[config.mk]
export PLATFORM = sky130hd
export DESIGN_NAME = trig_adc_seq
export DESIGN_NICKNAME = d
export VERILOG_FILES = /design/src/rtl/trig_adc_pkg.sv /design/src/rtl/trig_edge_det.sv /design/src/rtl/trig_adc_results.sv /design/src/rtl/trig_adc_seq.sv
export SDC_FILE = /design/constraint.sdc
export NUM_CORES = 1
export LEC_CHECK = 0
export BUFFER_PORTS_ARGS = -buffer_cell sky130_fd_sc_hd__buf_2
export CORE_ASPECT_RATIO = 0.8
export CORE_UTILIZATION = 53
export DETAILED_ROUTE_END_ITERATION = 8
export PLACE_DENSITY = 0.74
export SLEW_MARGIN = 20
export SYNTH_ARGS = -nofsm -noshare
export SYNTH_HDL_FRONTEND = slang
export SYNTH_SLANG_ARGS = --single-unit
[constraint.sdc]
create_clock -name clk -period 2.2 [get_ports clk]
set_clock_uncertainty 0.2 [all_clocks]
set_input_delay 0.44 -clock clk [delete_from_list [all_inputs] [get_ports clk]]
set_output_delay 0.44 -clock clk [all_outputs]
set_load 0.02 [all_outputs]
[src/rtl/trig_adc_pkg.sv]
package trig_adc_pkg;
  typedef enum logic [1:0] {
    EDGE_NONE = 2'b00,
    EDGE_RISE = 2'b01,
    EDGE_FALL = 2'b10,
    EDGE_BOTH = 2'b11
  } edge_sel_e;

  localparam int unsigned MODE_ADDR = 0;
  localparam int unsigned STAT_ADDR = 1;
  localparam int unsigned RES_BASE  = 8;
  localparam int unsigned CHAN_LSB  = 8;
endpackage

[src/rtl/trig_edge_det.sv]
module trig_edge_det #(
  parameter int unsigned SYNC_STAGES = 2
) (
  input  logic                    clk,
  input  logic                    rst,
  input  logic                    trig_in,
  input  trig_adc_pkg::edge_sel_e edge_sel,
  output logic                    hit
);
  import trig_adc_pkg::*;

  logic [SYNC_STAGES-1:0] sync_q;
  logic                   prev_q;
  logic                   rise, fall;

  generate
    for (genvar s = 0; s < SYNC_STAGES; s++) begin : g_sync
      if (s == 0) begin : g_first
        always_ff @(posedge clk) begin
          if (rst) sync_q[0] <= 1'b0;
          else     sync_q[0] <= trig_in;
        end
      end else begin : g_next
        always_ff @(posedge clk) begin
          if (rst) sync_q[s] <= 1'b0;
          else     sync_q[s] <= sync_q[s-1];
        end
      end
    end
  endgenerate

  always_ff @(posedge clk) begin
    if (rst) prev_q <= 1'b0;
    else     prev_q <= sync_q[SYNC_STAGES-1];
  end

  assign rise = sync_q[SYNC_STAGES-1] & ~prev_q;
  assign fall = ~sync_q[SYNC_STAGES-1] & prev_q;

  always_comb begin
    unique case (edge_sel)
      EDGE_RISE: hit = rise;
      EDGE_FALL: hit = fall;
      EDGE_BOTH: hit = rise | fall;
      default:   hit = 1'b0;
    endcase
  end
endmodule

[src/rtl/trig_adc_results.sv]
module trig_adc_results #(
  parameter int unsigned NCH = 8,
  parameter int unsigned DW  = 10,
  parameter int unsigned CW  = 3
) (
  input  logic          clk,
  input  logic          rst,
  input  logic          wr_en,
  input  logic [CW-1:0] wr_idx,
  input  logic [DW-1:0] wr_data,
  input  logic [CW-1:0] rd_idx,
  output logic [DW-1:0] rd_data
);
  logic [DW-1:0] res_q [NCH];

  generate
    for (genvar k = 0; k < NCH; k++) begin : g_res
      always_ff @(posedge clk) begin
        if (rst)                                 res_q[k] <= '0;
        else if (wr_en && wr_idx == CW'(k))      res_q[k] <= wr_data;
      end
    end
  endgenerate

  always_comb begin
    rd_data = '0;
    for (int k = 0; k < NCH; k++) begin
      if (rd_idx == CW'(k)) rd_data = res_q[k];
    end
  end
endmodule

[src/rtl/trig_adc_seq.sv]
module trig_adc_seq #(
  parameter int unsigned NCH = 8,
  parameter int unsigned DW  = 10,
  parameter int unsigned AW  = 5,
  parameter int unsigned BW  = 16,
  localparam int unsigned CW = (NCH > 1) ? $clog2(NCH) : 1
) (
  input  logic          clk,
  input  logic          rst,
  input  logic          bus_we,
  input  logic [AW-1:0] bus_addr,
  input  logic [BW-1:0] bus_wdata,
  output logic [BW-1:0] bus_rdata,
  input  logic          trig_in,
  output logic          conv_start,
  output logic [CW-1:0] conv_chan,
  input  logic          conv_done,
  input  logic [DW-1:0] conv_data,
  output logic          eoc_irq
);
  import trig_adc_pkg::*;

  logic          en_q;
  edge_sel_e     edge_q;
  logic [CW-1:0] chan_q;
  logic          busy_q;
  logic [CW-1:0] act_chan_q;
  logic          start_q;
  logic          irq_q;
  logic [BW-1:0] rdata_q;
  logic          hit;
  logic          res_wr;
  logic [AW-1:0] res_off;
  logic          res_sel;
  logic [DW-1:0] res_rd;
  logic          unused_wdata;

  assign unused_wdata = ^bus_wdata;

  trig_edge_det #(.SYNC_STAGES(2)) u_edge (
    .clk(clk), .rst(rst), .trig_in(trig_in), .edge_sel(edge_q), .hit(hit)
  );

  assign res_wr  = busy_q & conv_done;
  assign res_off = bus_addr - AW'(RES_BASE);
  assign res_sel = (bus_addr >= AW'(RES_BASE)) && (res_off < AW'(NCH));

  trig_adc_results #(.NCH(NCH), .DW(DW), .CW(CW)) u_res (
    .clk(clk), .rst(rst),
    .wr_en(res_wr), .wr_idx(act_chan_q), .wr_data(conv_data),
    .rd_idx(res_off[CW-1:0]), .rd_data(res_rd)
  );

  always_ff @(posedge clk) begin
    if (rst) begin
      en_q   <= 1'b0;
      edge_q <= EDGE_NONE;
      chan_q <= '0;
    end else if (bus_we && bus_addr == AW'(MODE_ADDR)) begin
      en_q   <= bus_wdata[0];
      edge_q <= edge_sel_e'(bus_wdata[2:1]);
      chan_q <= bus_wdata[CHAN_LSB +: CW];
    end
  end

  always_ff @(posedge clk) begin
    if (rst) begin
      busy_q     <= 1'b0;
      act_chan_q <= '0;
      start_q    <= 1'b0;
      irq_q      <= 1'b0;
    end else begin
      start_q <= 1'b0;
      irq_q   <= 1'b0;
      if (busy_q) begin
        if (conv_done) begin
          busy_q <= 1'b0;
          irq_q  <= 1'b1;
        end
      end else if (en_q && hit) begin
        busy_q     <= 1'b1;
        start_q    <= 1'b1;
        act_chan_q <= chan_q;
      end
    end
  end

  always_ff @(posedge clk) begin
    if (rst) begin
      rdata_q <= '0;
    end else begin
      rdata_q <= '0;
      if (bus_addr == AW'(MODE_ADDR)) begin
        rdata_q[0]              <= en_q;
        rdata_q[2:1]            <= edge_q;
        rdata_q[CHAN_LSB +: CW] <= chan_q;
      end else if (bus_addr == AW'(STAT_ADDR)) begin
        rdata_q[0] <= busy_q;
      end else if (res_sel) begin
        rdata_q[DW-1:0] <= res_rd;
      end
    end
  end

  assign bus_rdata  = rdata_q;
  assign conv_start = start_q;
  assign conv_chan  = act_chan_q;
  assign eoc_irq    = irq_q;
endmodule

Word level (Yosys, flattened, before mapping)
Memory sizes are Yosys's and may differ from the RTL's.
Cells that the tools add are included.

operators by class
  add/sub/neg operators = 1
  $lt $le $gt $ge = 2
  equal/unequal tests = 18
  mux-type cells = 52
  bitwise logic cells = 17
  reduce and logical (&&, ||, !) cells = 19

operators by type and width
  operator                                              count
  2-to-1 mux 10 bit                                     17
  2-to-1 mux 1 bit                                      31
  equality test 3 bit (second input constant)           8
  equality test 3 x 2 -> 1 bit (second input constant)  4
  logical AND 1 bit                                     11
  2-to-1 mux 9 bit                                      1
  bitwise OR 1 bit                                      9
  equality test 3 x 1 -> 1 bit (second input constant)  2
  zero test 3 bit                                       2
  OR reduction 2 bit                                    3
  equality test 5 x 1 -> 1 bit (second input constant)  1
  >= comparator 5 x 4 -> 1 bit (second input constant)  1
  zero test 5 bit                                       1
  < comparator 5 x 4 -> 1 bit (second input constant)   1
  inverter 1 bit                                        5
  subtractor 5 x 4 -> 5 bit (second input constant)     1
  equality test 2 bit (second input constant)           2
  OR reduction 4 bit                                    1
  bitwise AND 1 bit                                     3
  2-to-1 mux 3 bit                                      1
  one-hot mux 1 bit (3 select lines)                    1
  equality test 2 x 1 -> 1 bit (second input constant)  1
  2-to-1 mux 2 bit                                      1
  AND reduction 2 bit                                   1

storage, ports and cells
  register bits = 31
  memory bits (writable) = 80
  input port bits = 36
  logic and storage cells = 124
  memories = 1

memory list
  name         depth  bits a word  read ports  clocked after memory_dff  wr ports  RTL line                source
  u_res.res_q  8      10           8           0                         8         trig_adc_results.sv:14  logic [DW-1:0] res_q [NCH];

Logic depth before layout (Yosys ltp)
Gate-level depths: netlist (run 1).

  depth in word-level cells = 13
  depth in mapped cells = 7

By module
Synthesis (run 1) repeated with hierarchy kept, for this count alone.

second synthesis, totals
  cell total of the unflattened synthesis = 360
  area, all modules = 4757.1 sq um

by module, submodules not included
  module            instances  cells an instance  area an instance (sq um)  seq. area each (sq um)
  trig_adc_results  1          265                3753.6                    2402.3
  trig_adc_seq      1          80                 868.3                     460.4
  trig_edge_det     1          15                 135.1                     60.1

Worst setup path after synthesis (run 1)
No wires, ideal clock.

  kind = register to register
  from = reg act_chan_q[1] (netlist: conv_chan[1])
  to = mem u_res.res_q[2][0] (netlist: u_res.res_q[0][20]) (enable)
  setup time = 0.379 ns
  data arrival time = 1.416 ns
  required time = 1.621 ns
  path slack = 0.205 ns
  cell stages (with the launch flop) = 4
  path through = dfxtp_1 -> clkbuf_1 -> inv_1 -> o21bai_1

RTL lines
  what                    RTL line                source
  from (decl)             trig_adc_seq.sv:27      logic [CW-1:0] act_chan_q;
  from (signal assigned)  trig_adc_seq.sv:83      act_chan_q <= chan_q;
  to (decl)               trig_adc_results.sv:14

==> flow_summary.ini, run 1 <==
[synthesis]
synth-edff-count = 80
syn_inst = 370
ys_ff_latch = 106
syn_avg_cell_area_sq_um = 13.0
ys_types = 47
synthArstFlopShare = 0
yosys_warnings = 0
ys.flop_type = edfxtp_1
synth.cell_area_sq_um = 4800
yosysSeqAreaShare = 0.609

[clock_network]
post-cts-setup-buffer-count = 0
hold_buffers = 0
root_buffer = clkbuf_16
tritoncts = yes
htree_num_levels = 3
cts_max_path_buffers = 2
cts_made_buffers = 9
cts_sinks = 106
insertion_delay_ns = 0.34
cts.clk_slew.worst_paths_ns = 0.07
cts-resized-gates = 0

[detailed_routing]
routed_wl_mm = 11.0
dr.pass1.iters = 4
initialDrtViolationCount = 266
wl_per_cell_um = 19.9
viasPerCell = 5.81
vias = 3215
antenna_left = 0
drc = 0

[worst_setup_path]
crit_start = busy_q
setup.worst_path.class = reg2reg
crit_path_end_kind = flop
start_kind = flop
crit_arrival_ns = 2.06
critical_path.max_fanout = 10
r2r_slack_ns = 0.14
worstReg2RegStart = busy_q
critPathRequiredTime_ns = 2.20

[power_and_ir_drop]
internal_power_mw = 3.21
swShare = 0.221
power_frac_seq = 0.542
power.density_nw_per_um2 = 740
pwr-share-comb = 0.072
clkPwrFrac = 0.386
switchingPower_mw = 0.910
p_leak_nw = 2.13
ir_worst_vdd_v = 0.000460

[timing]
fmax_mhz = 486
final_hold_viol_count = 0
rsz0062_at_grt = false
finalCriticalPeriod_ns = 2.06
worst_slew_margin_rel = 0.388
finalMaxSlewViolations = 0
worst_slack_ns = 0.142
setup_violations = 0
fin_crit_sh = 0.936
worstMarginPinSlew_ns = 0.914

[global_route]
antenna_found_initial = 0
overflow = 0
grt_util_all_layers = 0.254
grt_max_degree = 19
grt_pass1_wl_mm = 17.0
grt_pass1_vias = 3150

[place]
post-place-ws_ns = -0.00614
gp_congestion = 0.808
post-dp-hpwl_mm = 7.20
port_buffers = 41

[die]
top_level_ports = 57
die_w_um = 108
start_util = 0.556
die_h_um = 87.1
coreArea_sq_um = 8630
rows = 30
dieArea_sq_um = 9440

[layout]
syn_to_final_growth_pct = 16.0
drive_above_1_share = 0.256
fillCellCount = 661
post-route-util = 0.645
fin_nets = 474
antennaDiodeCount = 0

[job]
maxCapViolCount = 0

[hold_path]
hold_class = in2reg
hp-start = trig_in

[status]
outcome = finished clean
layout make-up:
type / count / area (sq um) / share of cell area
clock buffers: 9 / 225 / 0.0405
clock inverters: 7 / 68.8 / 0.0124
inverters: 8 / 30.0 / 0.00539
multi-input cells: 239 / 1740 / 0.313
flip-flops and latches: 106 / 2920 / 0.525
well taps: 112 / 140 / 0.0252
repair buffers: 72 / 438 / 0.0787
cell families (layout without fill, tap and decap cells):
kind of cell               after synthesis  in the layout  synth area share
and+or+nand+nor                        147            147             0.185
DFF                                    106            106             0.609
AOI/OAI and AO/OA                       59             59            0.0957
buffers and inverters                   29             96            0.0328
muxes                                   26             26            0.0720
adders and majority gates                2              2           0.00521
other                                    1              5          0.000781
critical path: stages, from the launching register on:
cell     delay [ns]
dfxtp_1        0.47
nand4_1        0.18
buf_4          0.18
nor2_1         0.64
and2_1         0.24
final timing paths:
kind                                      endpoint  cells after the start
worst max-delay path            u_res.res_q[1][31]                      4
worst min-delay path              u_edge.sync_q[0]                      2
worst max register to register  u_res.res_q[1][31]                      4
worst min register to register    u_edge.sync_q[1]                      1
layer usage:
metal	track usage	up-vias	wire length, um
li1	-	1477	-
met5	0	-	0
met4	0.0614	0	87
met2	0.389	129	5200
met1	0.363	1599	4850
met3	0.0681	10	881
power groups by stage:
stage,Clock [mW],Combinational (mW),Sequential (mW)
2_1_floorplan,0,0.172,2.28
3_3_place_gp,0,0.287,2.27
3_5_place_dp,0,0.292,2.28
4_1_cts,1.60,0.294,2.23
5_1_grt,1.67,0.319,2.24
6_report,1.59,0.295,2.23
sequential cells by signal (all words and copies together), names as in the netlist:
register / flops
u_edge.sync_q: 2
conv_start: 1
conv_chan: 3
u_edge.prev_q: 1
busy_q: 1
eoc_irq: 1
u_res.res_q: 80
bus_rdata: 11
en_q: 1
chan_q: 3
edge_q: 2
synthesized netlist by cell type, types with 2 or more instances:
| library cell | count | area [sq um] |
|---|---|---|
| a21oi_1 | 3 | 15.0 |
| nand2_1 | 3 | 11.3 |
| and2_0 | 2 | 12.5 |
| a2111oi_2 | 4 | 60.1 |
| mux4_2 | 6 | 135 |
| edfxtp_1 | 80 | 2400 |
| nand2b_1 | 10 | 62.6 |
| dfxtp_1 | 26 | 521 |
| buf_2 | 6 | 30.0 |
| o221ai_1 | 5 | 43.8 |
| o21bai_1 | 8 | 60.1 |
| mux2_2 | 8 | 90.1 |
| nor3b_1 | 2 | 15.0 |
| a221oi_1 | 2 | 17.5 |
| nand4b_1 | 2 | 17.5 |
| nor2b_1 | 9 | 56.3 |
| and2_1 | 85 | 532 |
| inv_1 | 7 | 26.3 |
| buf_4 | 9 | 67.6 |
| a22oi_1 | 3 | 22.5 |
| o21a_1 | 3 | 22.5 |
| o21ai_0 | 9 | 45.0 |
| mux2i_1 | 12 | 120 |
| o22ai_1 | 7 | 43.8 |
| clkbuf_1 | 4 | 15.0 |
| ha_1 | 2 | 25.0 |
| nor3_1 | 5 | 25.0 |
| a2111oi_0 | 4 | 35.0 |
| nor2_1 | 20 | 75.1 |
| a211oi_1 | 6 | 45.0 |
| a32o_1 | 2 | 20.0 |
metrics by stage:
step | area [sq um] | hold WS (ns) | setup TNS [ns] | total power, mW | cells
final | 5570 | 0.111 | 0 | 4.12 | 553
after global placement | 5270 | 0.228 | 0 | 2.56 | 537
after global routing | 5570 | 0.106 | 0 | 4.23 | 553
after floorplan | 4810 | 0.214 | 0 | 2.45 | 374
after CTS | 5560 | 0.110 | 0 | 4.13 | 553
after detailed placement | 5270 | 0.224 | -0.00614 | 2.57 | 537
cell usage in the layout (no fill, tap or decap), drive strengths merged, types with 9 or more instances in the layout:
cell type  netlist  routed
nand2b          10      10
nor2b            9       9
o21ai            9       9
and2            87      87
dfxtp           26      26
mux2i           12      12
clkbuf           4       9
nor2            20      20
buf             17      72
edfxtp          80      80
inv              8       9
Note: power is estimated with default switching activity, not from simulation.
==> inputs of run 2 (changes only) <==
- PLACE_DENSITY: 0.74 -> 0.83
==> run 2 against run 1 <==
Non-clock buffer count shrank 1. Global-route usage fell by 0.94 points. Fmax fell by 1.0%. Flip-flop and latch count did not move. Critical endpoint is now u_res.res_q[1][32].
==> flow_summary.ini, run 2 (same netlist as run 1, synthesis figures left out) <==
[layout]
instances_no_fill = 552
final_cell_mix = and2_1 (85), edfxtp_1 (80), buf_2 (41), buf_4 (30), dfxtp_1 (26)
largest_register = u_res.res_q
layout_commonest_cell = and2_1
drive_above_1_share = 0.245
fillCellCount = 643
antennaDiodeCount = 0
syn_to_final_growth_pct = 15.6
largest_register_ffs = 80
fin_nets = 473

[detailed_routing]
antenna_left = 0
vias = 3192
wl_per_cell_um = 19.5
viasPerCell = 5.78
initialDrtViolationCount = 325
dr.pass1.iters = 4
drc = 0
routed_wl_mm = 10.8

[timing]
finalCriticalPeriod_ns = 2.08
fin_crit_sh = 0.945
worst_slew_margin_rel = 0.434
rsz0062_at_grt = false
worst_slack_ns = 0.120
fmax_mhz = 481
finalMaxSlewViolations = 0
timing.hold.ws_ns = 0.129
worstMarginPinSlew_ns = 0.845
setup_violations = 0
final_hold_viol_count = 0

[worst_setup_path]
ff2ff_path_depth = 3
start_kind = flop
crit_slowest_cell = nor2_1
max_stage_delay_ns = 0.70
crit_start = conv_chan[1]
setup.worst_path.class = reg2reg
r2r_end = u_res.res_q[1][32]
r2r_slack_ns = 0.12
crit_path_end_kind = flop
crit_end = u_res.res_q[1][32]
crit_arrival_ns = 2.08
critical_path.max_fanout = 11
worstReg2RegStart = conv_chan[1]
crit_chain = nand2b_1, nor2_1, and2_1
critPathRequiredTime_ns = 2.20

[power_and_ir_drop]
pwr-share-comb = 0.074
switchingPower_mw = 0.867
ir_worst_vdd_v = 0.000476
clkPwrFrac = 0.378
p_leak_nw = 2.12
power.density_nw_per_um2 = 735
power_frac_seq = 0.549
internal_power_mw = 3.21
swShare = 0.213

[clock_network]
tritoncts = yes
hold_buffers = 0
cts.clk_slew.worst_paths_ns = 0.06
cts_max_path_buffers = 2
root_buffer = clkbuf_16
cts_sinks = 106
htree_num_levels = 3
insertion_delay_ns = 0.34
cts_made_buffers = 9

[global_route]
grt_pass1_wl_mm = 16.7
grt_max_degree = 20
grt_pass1_vias = 3220
overflow = 0
antenna_found_initial = 1
grt_util_all_layers = 0.245

[place]
post-place-ws_ns = -0.163
post-dp-hpwl_mm = 7.29
gp_congestion = 0.819
port_buffers = 41
dp.cells = 536

[job]
maxCapViolCount = 0

[die]
start_util = 0.556
dieArea_sq_um = 9440
die_h_um = 87.1
rows = 30
top_level_ports = 57
die_w_um = 108
coreArea_sq_um = 8630

[hold_path]
hold_class = in2reg

[status]
outcome = finished clean
[run 2: worst max-delay path: cells and delay by family (launching register included)]
family	cells	cell delay (ns)
and+or+nand+nor	3	1.17
DFF	1	0.57
[run 2: stage by stage]
stage / power, mW / TNS [ns] / utilization / instance area (sq um)
CTS: 4.08 / 0 / 0.642 / 5540
global placement: 2.56 / 0 / 0.609 / 5260
finish: 4.07 / 0 / 0.642 / 5550
detailed placement: 2.57 / -1.48 / 0.609 / 5260
global route: 4.19 / 0 / 0.642 / 5550
floorplan: 2.45 / 0 / - / 4810
[run 2: worst min path at each step]
| stage | start | endpoint | slack (ns) | depth (start not counted) |
|---|---|---|---|---|
| 2_1_floorplan | u_edge.sync_q[0] | u_edge.sync_q[1] | 0.21 | 1 |
| 3_3_place_gp | u_edge.sync_q[0] | u_edge.sync_q[1] | 0.22 | 1 |
| 3_5_place_dp | u_edge.sync_q[0] | u_edge.sync_q[1] | 0.23 | 1 |
| 4_1_cts | trig_in | u_edge.sync_q[0] | 0.12 | 2 |
| 5_1_grt | trig_in | u_edge.sync_q[0] | 0.14 | 2 |
| 6_report | trig_in | u_edge.sync_q[0] | 0.13 | 2 |
[run 2: repair_timing]
action / 4_1_cts / 5_1_grt
setup endpoints to repair: 10 / 0
gates resized for setup: 1 / 0
setup buffers: 0 / 0
hold endpoints to repair: 0 / 0
[run 2: cell type report]
cell class                 instances  area, sq um  area share
clock buffer                      12          236      0.0426
clock inverter                     4         42.5     0.00767
inverter                           8         30.0     0.00541
multi-input combinational        239         1740       0.314
sequential                       106         2920       0.527
tap                              112          140      0.0253
timing repair buffer              71          430      0.0776
[run 2: layer usage]
metal / routed length (um) / part of all wire / global-route usage
met2: 5350 / 0.50 / 0.409
met1: 4520 / 0.42 / 0.319
met5: 13 / 0.0012 / 0
met4: 126 / 0.012 / 0.0749
met3: 779 / 0.072 / 0.0553
[run 2: power by group through the flow]
stage	logic [mW]	registers, mW	clock network, mW
final	0.299	2.24	1.54
after global routing	0.321	2.24	1.62
after CTS	0.298	2.24	1.55
after detailed placement	0.294	2.28	0
after global placement	0.285	2.28	0
after floorplan	0.172	2.28	0
==> inputs of run 3 (changes only) <==
- clock period: 2.2 -> 2.55 ns (I/O delays scaled with it)
==> run 3 against run 2 <==
Combinational power fell by 16%. Setup slack improved by 0.40 ns. Critical path depth rose by 2. Hold slack improved by 0.059 ns. Largest power group unchanged. Highest routed layer is now met4.
==> flow_summary.ini, run 3 (same netlist as run 1, synthesis figures left out) <==
[status]
outcome = finished clean

[die]
coreArea_sq_um = 8630
rows = 30
die_h_um = 87.1
die_w_um = 108
dieArea_sq_um = 9440
start_util = 0.556
top_level_ports = 57

[global_route]
grt_pass1_wl_mm = 16.5
grt_util_all_layers = 0.245
use_met2 = 0.402
grt_use_met3 = 0.0583
overflow = 0
grt_most_used_layer = met2
grt_pass1_vias = 3106
grt_max_degree = 26
use_met1 = 0.324
antenna_found_initial = 0

[timing]
rsz0062_at_grt = false
fin_crit_sh = 0.795
timing.hold.ws_ns = 0.188
finalCriticalPeriod_ns = 2.03
worst_slack_ns = 0.523
finalMaxSlewViolations = 0
fin_tns_setup_ns = 0
worstMarginPinSlew_ns = 0.880
fmax_mhz = 493
worst_slew_margin_rel = 0.410
final_hold_viol_count = 0
setup_violations = 0

[layout]
multi_input_area_sq_um = 1740
fillCellCount = 658
final_cell_mix = and2_1 (85), edfxtp_1 (80), buf_2 (41), dfxtp_1 (26), buf_4 (26)
antennaDiodeCount = 0
largest_register = u_res.res_q
layout_commonest_cell = and2_1
syn_to_final_growth_pct = 15.3
largest_register_ffs = 80
fin_nets = 469
register_area_sq_um = 2920
drive_above_1_share = 0.243
final_cell_area_sq_um = 5530
instances_no_fill = 548

[clock_network]
htree_num_levels = 3
cts_max_path_buffers = 2
hold_buffers = 0
insertion_delay_ns = 0.34
post-cts-setup-buffer-count = 0
tritoncts = yes
cts.clk_slew.worst_paths_ns = 0.07
cts_made_buffers = 9
cts-resized-gates = 0
cts_sinks = 106
root_buffer = clkbuf_16

[detailed_routing]
vias = 3138
viasPerCell = 5.73
drc = 0
dr.pass1.iters = 5
initialDrtViolationCount = 264
wl_per_cell_um = 19.6
antenna_left = 0
routed_wl_mm = 10.7

[place]
post-place-ws_ns = 0.157
dp.cells = 532
post-dp-hpwl_mm = 7.07
gp_congestion = 0.812
placed_area_sq_um = 5230
port_buffers = 41

[worst_setup_path]
crit_chain = buf_2, buf_4, nand2b_1, o22ai_1, a2111oi_2
setup.worst_path.class = in2reg
crit_slowest_cell = a2111oi_2
max_stage_delay_ns = 0.45
ff2ff_path_depth = 3
crit_arrival_ns = 2.05
crit_path_end_kind = flop
critPathRequiredTime_ns = 2.57
start_kind = input port
critical_path.max_fanout = 17

[hold_path]
hold_class = in2reg
hold_depth = 2

[job]
maxCapViolCount = 0

[power_and_ir_drop]
power.density_nw_per_um2 = 644
ir_worst_vdd_v = 0.000434
p_leak_nw = 2.10
-- run 3: cell count changes in the layout (fill, tap and decap cells not counted) --
cell        delta
nor3_1         +1
clkbuf_1       -1
clkinv_1       -2
clkbuf_8       +1
clkinvlp_4     +3
nor3_2         -1
clkinv_2       -1
buf_4          -4
-- run 3: where the power goes --
group | switching [mW] | total [mW] | internal (mW)
Sequential | 0.0183 | 1.93 | 1.91
Combinational | 0.154 | 0.250 | 0.0960
Clock | 0.593 | 1.38 | 0.789
Total | 0.766 | 3.56 | 2.79
-- run 3: path summary, 6_finish.rpt --
check / from / to / slack [ns]
hold / removal: trig_in / u_edge.sync_q[0] / 0.19
setup / recovery: bus_addr[0] / bus_rdata[3] / 0.52
setup reg to reg: busy_q / u_res.res_q[1][11] / 0.63
hold reg to reg: u_edge.sync_q[0] / u_edge.sync_q[1] / 0.24
-- run 3: layer usage --
layer,up-vias,share of wire
met5,-,0
met1,1539,0.43
met4,0,0.013
li1,1468,-
met2,115,0.49
met3,16,0.070
-- run 3: layout make-up --
type	instances	share of cell area
timing repair buffer	67	0.0724
tap	112	0.0253
clock buffer	12	0.0446
inverter	8	0.00543
multi-input combinational	239	0.314
clock inverter	4	0.00950
sequential	106	0.528
-- run 3: per-stage QoR --
step           total power, mW   util
6_report                  3.56  0.641
5_1_grt                   3.67  0.641
4_1_cts                   3.58  0.641
3_5_place_dp              2.21  0.606
3_3_place_gp              2.20  0.606
2_1_floorplan             2.12      -
-- run 3: worst max-delay path, delay by kind of cell --
kind / cells / cell delay (ns)
AOI/OAI and AO/OA: 2 / 0.60
buffers and inverters: 2 / 0.61
and+or+nand+nor: 1 / 0.32
